==> config.mk <==
export PLATFORM = sky130hd
export DESIGN_NAME = colptr_fetch
export DESIGN_NICKNAME = d
export VERILOG_FILES = /design/src/rtl/colptr_pkg.sv /design/src/rtl/colptr_bank.sv /design/src/rtl/colptr_addr.sv /design/src/rtl/colptr_fetch.sv
export SDC_FILE = /design/constraint.sdc
export NUM_CORES = 1
export LEC_CHECK = 0
export ABC_AREA = 1
export BUFFER_PORTS_ARGS = -buffer_cell sky130_fd_sc_hd__buf_4
export CAP_MARGIN = 5
export CORE_MARGIN = 5
export CORE_UTILIZATION = 50
export CTS_CLUSTER_DIAMETER = 120
export DETAILED_ROUTE_END_ITERATION = 12
export PLACE_DENSITY = 0.67
export SYNTH_ARGS = -nofsm -noshare
export SYNTH_HDL_FRONTEND = slang
export SYNTH_SLANG_ARGS = --single-unit
==> constraint.sdc <==
create_clock -name clk -period 3.3 [get_ports clk]
set_input_delay 0.66 -clock clk [delete_from_list [all_inputs] [get_ports clk]]
set_output_delay 0.66 -clock clk [all_outputs]
set_load 0.02 [all_outputs]
==> src/rtl/colptr_pkg.sv <==
package colptr_pkg;
    typedef enum logic [1:0] {
        ST_IDLE = 2'd0,
        ST_READ = 2'd1,
        ST_HOLD = 2'd2
    } fetch_state_t;
endpackage

==> src/rtl/colptr_bank.sv <==
module colptr_bank #(
    parameter int DEPTH = 16,
    parameter int AW    = 4,
    parameter int DW    = 16
) (
    input  logic          clk,
    input  logic          we,
    input  logic          re,
    input  logic [AW-1:0] addr,
    input  logic [DW-1:0] wdata,
    output logic [DW-1:0] rdata
);
    logic [DW-1:0] mem [DEPTH];
    logic          in_range;

    assign in_range = ({1'b0, addr} < (AW+1)'(DEPTH));

    always_ff @(posedge clk) begin
        if (we && in_range) begin
            mem[addr] <= wdata;
        end
        if (re) begin
            rdata <= in_range ? mem[addr] : '0;
        end
    end
endmodule

==> src/rtl/colptr_addr.sv <==
module colptr_addr #(
    parameter int IDX_W = 5,
    parameter int BA_W  = 5
) (
    input  logic [IDX_W-1:0] col,
    output logic [BA_W-1:0]  even_addr,
    output logic [BA_W-1:0]  odd_addr,
    output logic             swap
);
    logic [IDX_W:0] col_plus;

    assign col_plus  = {1'b0, col} + (IDX_W+1)'(1);
    assign even_addr = BA_W'(col_plus >> 1);
    assign odd_addr  = BA_W'(col >> 1);
    assign swap      = col[0];
endmodule

==> src/rtl/colptr_fetch.sv <==
module colptr_fetch
    import colptr_pkg::*;
#(
    parameter int  COLS  = 32,
    parameter int  PTR_W = 16,
    parameter int  ACT_W = 16,
    localparam int IDX_W = $clog2(COLS),
    localparam int PA_W  = $clog2(COLS + 1)
) (
    input  logic             clk,
    input  logic             rst_n,
    input  logic             ld_valid,
    input  logic [PA_W-1:0]  ld_addr,
    input  logic [PTR_W-1:0] ld_data,
    input  logic             in_valid,
    output logic             in_ready,
    input  logic [IDX_W-1:0] in_col,
    input  logic [ACT_W-1:0] in_act,
    output logic             out_valid,
    input  logic             out_ready,
    output logic [PTR_W-1:0] out_start,
    output logic [PTR_W-1:0] out_end,
    output logic             out_empty,
    output logic [IDX_W-1:0] out_col,
    output logic [ACT_W-1:0] out_act
);
    localparam int NPTR  = COLS + 1;
    localparam int EV_D  = (NPTR + 1) / 2;
    localparam int OD_D  = NPTR / 2;
    localparam int BA_W  = (EV_D > 1) ? $clog2(EV_D) : 1;

    fetch_state_t st_q, st_d;

    logic             accept;
    logic [BA_W-1:0]  rd_even, rd_odd;
    logic             rd_swap;
    logic             ld_hit;
    logic [BA_W-1:0]  ld_baddr;
    logic             bank_we   [2];
    logic             bank_re   [2];
    logic [BA_W-1:0]  bank_addr [2];
    logic [PTR_W-1:0] bank_rd   [2];
    logic             swap_q;
    logic [IDX_W-1:0] col_q;
    logic [ACT_W-1:0] act_q;
    logic [PTR_W-1:0] sel_start, sel_end;

    assign in_ready = !ld_valid &&
                      ((st_q == ST_IDLE) || ((st_q == ST_HOLD) && out_ready));
    assign accept   = in_valid && in_ready;

    colptr_addr #(.IDX_W(IDX_W), .BA_W(BA_W)) u_addr (
        .col       (in_col),
        .even_addr (rd_even),
        .odd_addr  (rd_odd),
        .swap      (rd_swap)
    );

    assign ld_hit   = ld_valid && ({1'b0, ld_addr} <= (PA_W+1)'(COLS));
    assign ld_baddr = BA_W'(ld_addr >> 1);

    for (genvar g = 0; g < 2; g++) begin : g_bank
        localparam int DEP = (g == 0) ? EV_D : OD_D;
        assign bank_we[g]   = ld_hit && (ld_addr[0] == g[0]);
        assign bank_re[g]   = accept;
        assign bank_addr[g] = bank_we[g] ? ld_baddr : ((g == 0) ? rd_even : rd_odd);

        colptr_bank #(.DEPTH(DEP), .AW(BA_W), .DW(PTR_W)) u_bank (
            .clk   (clk),
            .we    (bank_we[g]),
            .re    (bank_re[g]),
            .addr  (bank_addr[g]),
            .wdata (ld_data),
            .rdata (bank_rd[g])
        );
    end

    assign sel_start = swap_q ? bank_rd[1] : bank_rd[0];
    assign sel_end   = swap_q ? bank_rd[0] : bank_rd[1];

    always_comb begin
        st_d = st_q;
        unique case (st_q)
            ST_IDLE: if (accept) st_d = ST_READ;
            ST_READ: st_d = ST_HOLD;
            ST_HOLD: begin
                if (out_ready) st_d = accept ? ST_READ : ST_IDLE;
            end
            default: st_d = ST_IDLE;
        endcase
    end

    always_ff @(posedge clk or negedge rst_n) begin
        if (!rst_n) st_q <= ST_IDLE;
        else        st_q <= st_d;
    end

    always_ff @(posedge clk or negedge rst_n) begin
        if (!rst_n) begin
            swap_q    <= 1'b0;
            col_q     <= '0;
            act_q     <= '0;
            out_valid <= 1'b0;
            out_start <= '0;
            out_end   <= '0;
            out_empty <= 1'b0;
            out_col   <= '0;
            out_act   <= '0;
        end else begin
            if (accept) begin
                swap_q <= rd_swap;
                col_q  <= in_col;
                act_q  <= in_act;
            end
            unique case (st_q)
                ST_READ: begin
                    out_valid <= 1'b1;
                    out_start <= sel_start;
                    out_end   <= sel_end;
                    out_empty <= (sel_start == sel_end);
                    out_col   <= col_q;
                    out_act   <= act_q;
                end
                ST_HOLD: if (out_ready) out_valid <= 1'b0;
                default: ;
            endcase
        end
    end

    // a stalled result holds all of its fields
    p_stall_hold_r6: assert property (@(posedge clk) disable iff (!rst_n)
        (out_valid && !out_ready) |=> (out_valid && $stable(out_start) &&
            $stable(out_end) && $stable(out_col) && $stable(out_act)));

    // no accept while a result is stalled
    p_stall_noaccept_r6: assert property (@(posedge clk) disable iff (!rst_n)
        (out_valid && !out_ready) |-> !in_ready);

    // a load blocks column acceptance
    p_load_block_r7: assert property (@(posedge clk) disable iff (!rst_n)
        ld_valid |-> !in_ready);

    // fixed two-edge latency from accept to valid output
    p_latency_r5: assert property (@(posedge clk) disable iff (!rst_n)
        (in_valid && in_ready) |=> (!out_valid ##1 out_valid));

    // empty flag agrees with the bounds
    p_empty_r8: assert property (@(posedge clk) disable iff (!rst_n)
        out_valid |-> (out_empty == (out_start == out_end)));

    // each single-ported bank does one access per cycle
    p_even_port_r2: assert property (@(posedge clk) disable iff (!rst_n)
        !(bank_we[0] && bank_re[0]));
    p_odd_port_r2: assert property (@(posedge clk) disable iff (!rst_n)
        !(bank_we[1] && bank_re[1]));
endmodule

## Yosys cells after proc, flatten, opt, wreduce, memory -nomap -nowiden

Memories as Yosys holds them, arrays and structs flattened. A register that Yosys moved wholly into a read port is not among the register bits.
Cells that the tools add are included.

| word-level totals | value |
|---|---|
| flip-flop bits (word level) | 79 |
| bits in writable memories | 528 |
| input port bits | 48 |
| output and inout port bits | 56 |
| word-level logic and storage cells | 52 |
| memories | 2 |

| cells by class | value |
|---|---|
| add/subtract/negate cells | 1 |
| $lt $le $gt $ge | 3 |
| equal/unequal tests | 5 |
| mux-type cells | 14 |
| bitwise logic cells | 1 |
| reduce and logical (&&, ||, !) cells | 16 |

Memories:

| name | depth | bits a word | rd ports | clocked after memory_dff | write ports | RTL line | source |
|---|---|---|---|---|---|---|---|
| g_bank[0].u_bank.mem | 17 | 16 | 1 | 1 | 1 | colptr_bank.sv:13 | `logic [DW-1:0] mem [DEPTH];` |
| g_bank[1].u_bank.mem | 16 | 16 | 1 | 1 | 1 | colptr_bank.sv:13 |  |

Operator list:

| kind | number |
|---|---|
| $mux W16 | 2 |
| $eq A16 B16 Y1 | 1 |
| $lt A5 B5 Y1 const B | 2 |
| $mux W5 | 2 |
| $logic_and A1 B1 Y1 | 8 |
| $add A5 B1 Y6 const B | 1 |
| $le A6 B6 Y1 const B | 1 |
| $mux W1 | 6 |
| $pmux W2 S3 | 1 |
| $mux W2 | 2 |
| $ne A2 B2 Y1 const B | 2 |
| $reduce_and A2 Y1 | 2 |
| $logic_not A1 Y1 | 3 |
| $eq A2 B1 Y1 const B | 1 |
| $eq A2 B2 Y1 const B | 1 |
| $logic_not A2 Y1 | 1 |
| $pmux W1 S2 | 1 |
| $reduce_bool A2 Y1 | 1 |
| $logic_or A1 B1 Y1 | 1 |
| $not A1 Y1 | 1 |

## Depth between registers and ports, before layout

| logic depth | value |
|---|---|
| word-level depth | 8 |
| depth in mapped cells | 16 |
| depth with buffers taken out | 14 |

## Hierarchy

From an unflattened synthesis, not the netlist that was laid out.

| second synthesis, totals | value |
|---|---|
| cells, all modules | 2680 |
| area, all modules | 27014.7 µm² |

By module, submodules not included:

| module | times used | cells each | area each (µm²) | seq. area each (µm²) |
|---|---|---|---|---|
| colptr_bank at g_bank[0].u_bank | 1 | 1069 | 11821.3 | 8648.3 |
| colptr_bank at g_bank[1].u_bank | 1 | 1059 | 11235.8 | 8167.8 |
| colptr_fetch | 1 | 531 | 3829.9 | 1976.9 |
| colptr_addr | 1 | 21 | 127.6 | 0.0 |

## Worst setup path after synthesis

No wires, ideal clock.

| timing path | value |
|---|---|
| kind | input to register |
| start point | input port ld_addr[4] |
| end point | memory g_bank[0].u_bank.mem[0][0], enable pin |
| setup time | 0.400 ns |
| arrival | 2.805 ns |
| data required time | 2.900 ns |
| setup slack | 0.095 ns |
| stages on the path | 11 |
| buffers on the path | 2 |
| cell sequence | nor2_1 nand3_1 nand2_1 nand3_2 buf_6 o21ai_2 inv_2 nor3_4 buf_4 inv_2 nor4_2 |

| between the ends | value |
|---|---|
| longest elaborated chain between the ends | 8 |

Ends and longest elaborated chain:

| element | RTL line | source |
|---|---|---|
| from (decl) | colptr_fetch.sv:13 | `input logic [PA_W-1:0] ld_addr,` |
| $le A6 B6 Y1 | colptr_fetch.sv:59 | `assign ld_hit = ld_valid && ({1'b0, ld_addr} <= (PA_W+1)'(COLS));` |
| $logic_and A1 B1 Y1 | colptr_fetch.sv:59 |  |
| $logic_and A1 B1 Y1 | colptr_fetch.sv:64 | `assign bank_we[g] = ld_hit && (ld_addr[0] == g[0]);` |
| $mux W5 | colptr_fetch.sv:66 | `assign bank_addr[g] = bank_we[g] ? ld_baddr : ((g == 0) ? rd_even : rd_odd);` |
| $lt A5 B5 Y1 | colptr_bank.sv:16 | `assign in_range = ({1'b0, addr} < (AW+1)'(DEPTH));` |
| $logic_and A1 B1 Y1 | colptr_bank.sv:19 | `if (we && in_range) begin` |
| $mux W1 | colptr_bank.sv:19 |  |
| $mux W1 (not written as such) | colptr_bank.sv:20 | `mem[addr] <= wdata;` |
| to (decl) | colptr_bank.sv:13 |  |

Parallel ways exist; a longest one is shown, timed or not.

==> impl_summary.md <==
Run status
The run finished with clean final reports.

Layout
The final design area excluding fillers is 30000 sq um. For this run, the number of standard cells in the final layout without fillers is 3100. After the last flow step, the layout net total stands at 2417.

The ratio of cells with drive above 1 in the final layout is 12.7%. The area growth from synthesis to layout is 15.9%. Counting the fill cells in the layout gives 4046.

Yosys
The post-synthesis average cell area is 11.5 sq um. The cell count after synthesis is 2245. Counting flops and latches in the post-synthesis netlist gives 638.

The portion of synthesized cell area occupied by the leading cell type is 65.0%. For this run, the number of Yosys warnings is 0. Yosys attributes the largest share of cell area to sky130_fd_sc_hd__edfxtp_1 (65%), sky130_fd_sc_hd__nand2_1 (12%), sky130_fd_sc_hd__dfrtp_1 (7.5%), sky130_fd_sc_hd__nand3_1 (6.7%), sky130_fd_sc_hd__a22oi_1 (1.9%). The share of the Yosys chip area taken by registers is 72.5%. The leading cell type by number of instances after synthesis is sky130_fd_sc_hd__nand2_1. The mapped netlist covers 25900 sq um. The most instantiated flip-flop cell in the synthesis netlist is sky130_fd_sc_hd__edfxtp_1. The number of distinct library cells after synthesis is 38.

sky130_fd_sc_hd__edfxtp_1 takes more of the synthesized area than any other cell. By count the netlist is led by sky130_fd_sc_hd__nand2_1 (804), sky130_fd_sc_hd__edfxtp_1 (560), sky130_fd_sc_hd__nand3_1 (347), sky130_fd_sc_hd__nor2_1 (97), sky130_fd_sc_hd__dfrtp_1 (78). The share of synthesized registers carrying an async set or reset is 12.2%.

The number of synthesized flops with an enable pin is 560. The number of nets produced by synthesis is 2294.

Placed design
Detailed placement ended at an HPWL of 41100 microns. In this run, placement finished with an instance count of 2980. The quantity of I/O buffers inserted on ports is 103. The area of placed instances is 27800 sq um. Before CTS, the worst setup slack after placement is 0.304 ns. The final RePlAce weighted congestion is 0.905.

Detailed routing
For this block, the routed nets add up to 67000 microns of wire. Dividing the detail-routed wire length by the instance count gives 21.6 microns. After detailed routing, the number of vias per cell comes to 5.68. The number of design rule violations left after detail routing is 0.

The first-iteration detailed-routing DRC count is 1835. The pre-antenna-repair detailed-routing pass consisted of 6 iterations. The routed layout has 17594 vias. The detail route stage leaves a number of antenna-violating nets equal to 0.

Global route
The remaining global-route overflow is 0. The via count of the first global-routing pass is 16864. The initial antenna violation count is 1.

The first global-routing pass estimated 102000 microns of wire. Entering global routing, the biggest net connects 117 pins. The global-route usage over all layers is 23.5%.

CTS
The longest clock path from root to sink contains 3 buffers. For the worst-skew pair, the clock arrives at the later sink with an insertion delay of 0.60 ns. The number of H-tree branching levels is 3.

The number of hold buffers added after CTS was 0. The clock sink total is 638. The register clock-pin slew on the reported worst setup and hold paths is 0.06 ns. After clock tree synthesis, the setup repair step added 0 buffers. The tree is rooted in a sky130_fd_sc_hd__clkbuf_16.

In this run, post-CTS repair resized a total of 0 instances. The TritonCTS clock tree is done. The number of clock buffers added by TritonCTS is 66.

Worst setup path
The setup check on the worst reg-to-reg path leaves a slack of 0.75 ns. The endpoint identified for the worst register-to-register timing path is out_empty. The required time at the endpoint of the critical path is 3.81 ns. The peak fanout along the critical path is 25. The critical path launch point type is a flip-flop. The arrival time of data at the critical path endpoint is 3.05 ns. The critical path is of the flip-flop to flip-flop type.

In this run the critical register-to-register path is launched from col_q[0]. The endpoint type of the worst setup path is a flip-flop. Measured in cells, the most critical reg-to-reg path has a length of 8.

STA
The time the final worst path needs with I/O delays and setup is 2.55 ns. The final critical-path share of the clock period is 77.2%. The peak clock frequency supported by timing is 393 MHz. The clock arrives with 0.0193 ns of skew. The worst path setup slack after routing is 0.753 ns. The headroom to the max-slew limit is 36.1%.

The number of max-slew violations in the final report was 0. The transition time at the pin with the least slew margin is 0.958 ns. The hold violation total from the final report came to 0. For the final routed database, the setup TNS stands at 0 ns. Setup repair after global routing left no endpoint under its margin.

The setup-violating endpoint count in the final report is 0.

Die
The die boundary height is 238 microns. For this configuration, the core starts out at a cell density of 50.5%. The die outline area is 56400 sq um. The initialized floorplan defines 83 standard-cell rows. 104 I/O pins were placed. The area of the core is 51300 sq um.

Measured along the x axis, the die boundary spans 238 microns.

Pwr
The leakage power is 11.7 nW. IR analysis of the VDD net gives a maximum drop of 0.348 mV. The total power density per cell area is 644 nW/um^2.

The total power draw is 19.3 mW.

Job
The number of maximum-capacitance constraint violations is 0.

Min path
The path class of the lowest-slack min-delay path is primary input to async pin.
==> state kept, by name, indices dropped and copies added (netlist names) <==
signal and count:
g_bank.u_bank.mem 528, col_q 5, out_act 16, out_valid 1
out_start 16, st_q 2, out_col 5, act_q 16
out_end 16, g_bank.u_bank.rdata 32, out_empty 1
==> how the worst max path moves through the flow <==
stage / startpoint / endpoint / slack, ns / cells after the start
final: col_q[0] / out_empty / 0.75 / 8
after floorplan: ld_addr[4] / g_bank[0].u_bank.mem[0][0] / 0.1 / 11
after CTS: col_q[0] / out_empty / 0.81 / 8
after global routing: col_q[0] / out_empty / 0.61 / 8
after detailed placement: ld_addr[2] / g_bank[0].u_bank.rdata[3] / 0.30 / 15
after global placement: ld_addr[0] / g_bank[0].u_bank.rdata[3] / 0.31 / 15
==> per-stage QoR <==
step	utilization, %	hold WS (ns)
3_5_place_dp	54.3	0.459
6_report	58.5	0.226
3_3_place_gp	54.3	0.456
2_1_floorplan	-	0.364
4_1_cts	58.5	0.239
5_1_grt	58.5	0.263
==> layout make-up <==
type	instances	area, sq um	share of cell area, %
antenna	1	2.50	0.00834
clock buffer	92	1910	6.35
clock inverter	27	256	0.855
inverter	45	169	0.563
multi-input combinational	1434	6470	21.6
sequential	638	18800	62.6
tap	680	851	2.84
timing repair buffer	183	1570	5.25
==> layout by cell type, fill, tap and decap left out, types with 6 or more instances in the layout <==
cell type and n:
sky130_fd_sc_hd__inv_2 7, sky130_fd_sc_hd__inv_1 38, sky130_fd_sc_hd__clkinv_1 10, sky130_fd_sc_hd__a21oi_1 16, sky130_fd_sc_hd__nor2_1 94, sky130_fd_sc_hd__a31oi_1 8
sky130_fd_sc_hd__buf_12 16, sky130_fd_sc_hd__dfrtp_1 78, sky130_fd_sc_hd__nor2_4 6, sky130_fd_sc_hd__edfxtp_1 560, sky130_fd_sc_hd__buf_4 167, sky130_fd_sc_hd__a22oi_1 64
sky130_fd_sc_hd__nand4_1 19, sky130_fd_sc_hd__clkbuf_16 71, sky130_fd_sc_hd__o21ai_0 38, sky130_fd_sc_hd__clkinv_2 9, sky130_fd_sc_hd__clkbuf_1 16, sky130_fd_sc_hd__nand2_1 800
sky130_fd_sc_hd__nand3_1 347
==> metal layers <==
layer / GRT usage, % / vias to the layer above / share of wire, %
li1: - / 8084 / -
met1: 33.4 / 8499 / 41
met2: 36.6 / 884 / 46
met3: 5.13 / 125 / 9.5
met4: 8.12 / 2 / 3.1
met5: 0 / - / 0.030
==> critical path: stages (launching register included) <==
cell	delay [ns]
sky130_fd_sc_hd__dfrtp_1	0.76
sky130_fd_sc_hd__inv_1	0.56
sky130_fd_sc_hd__or2_2	0.43
sky130_fd_sc_hd__o21a_1	0.13
sky130_fd_sc_hd__nand2_1	0.06
sky130_fd_sc_hd__nand2_1	0.05
sky130_fd_sc_hd__nor4_1	0.18
sky130_fd_sc_hd__o2111ai_1	0.14
sky130_fd_sc_hd__o21ai_0	0.15
==> cell families (layout without fill, tap and decap cells) <==
| group | after synthesis | count (layout) | share of synthesized area (%) |
|---|---|---|---|
| mux | 3 | 3 | 0.116 |
| fa+ha+maj | 1 | 1 | 0.0483 |
| buf+inv | 173 | 347 | 2.78 |
| simple gates | 1283 | 1283 | 20.8 |
| xor+xnor | 9 | 9 | 0.304 |
| compound gates | 138 | 138 | 3.50 |
| flops | 638 | 638 | 72.5 |
| other cells | 0 | 1 | 0 |
==> power by group <==
group	total (mW)	switching, mW	internal (mW)
sequential	9.39	0.225	9.17
combinational	2.53	1.71	0.821
clock	7.39	2.96	4.42
Note: power is estimated with default switching activity, not from simulation.
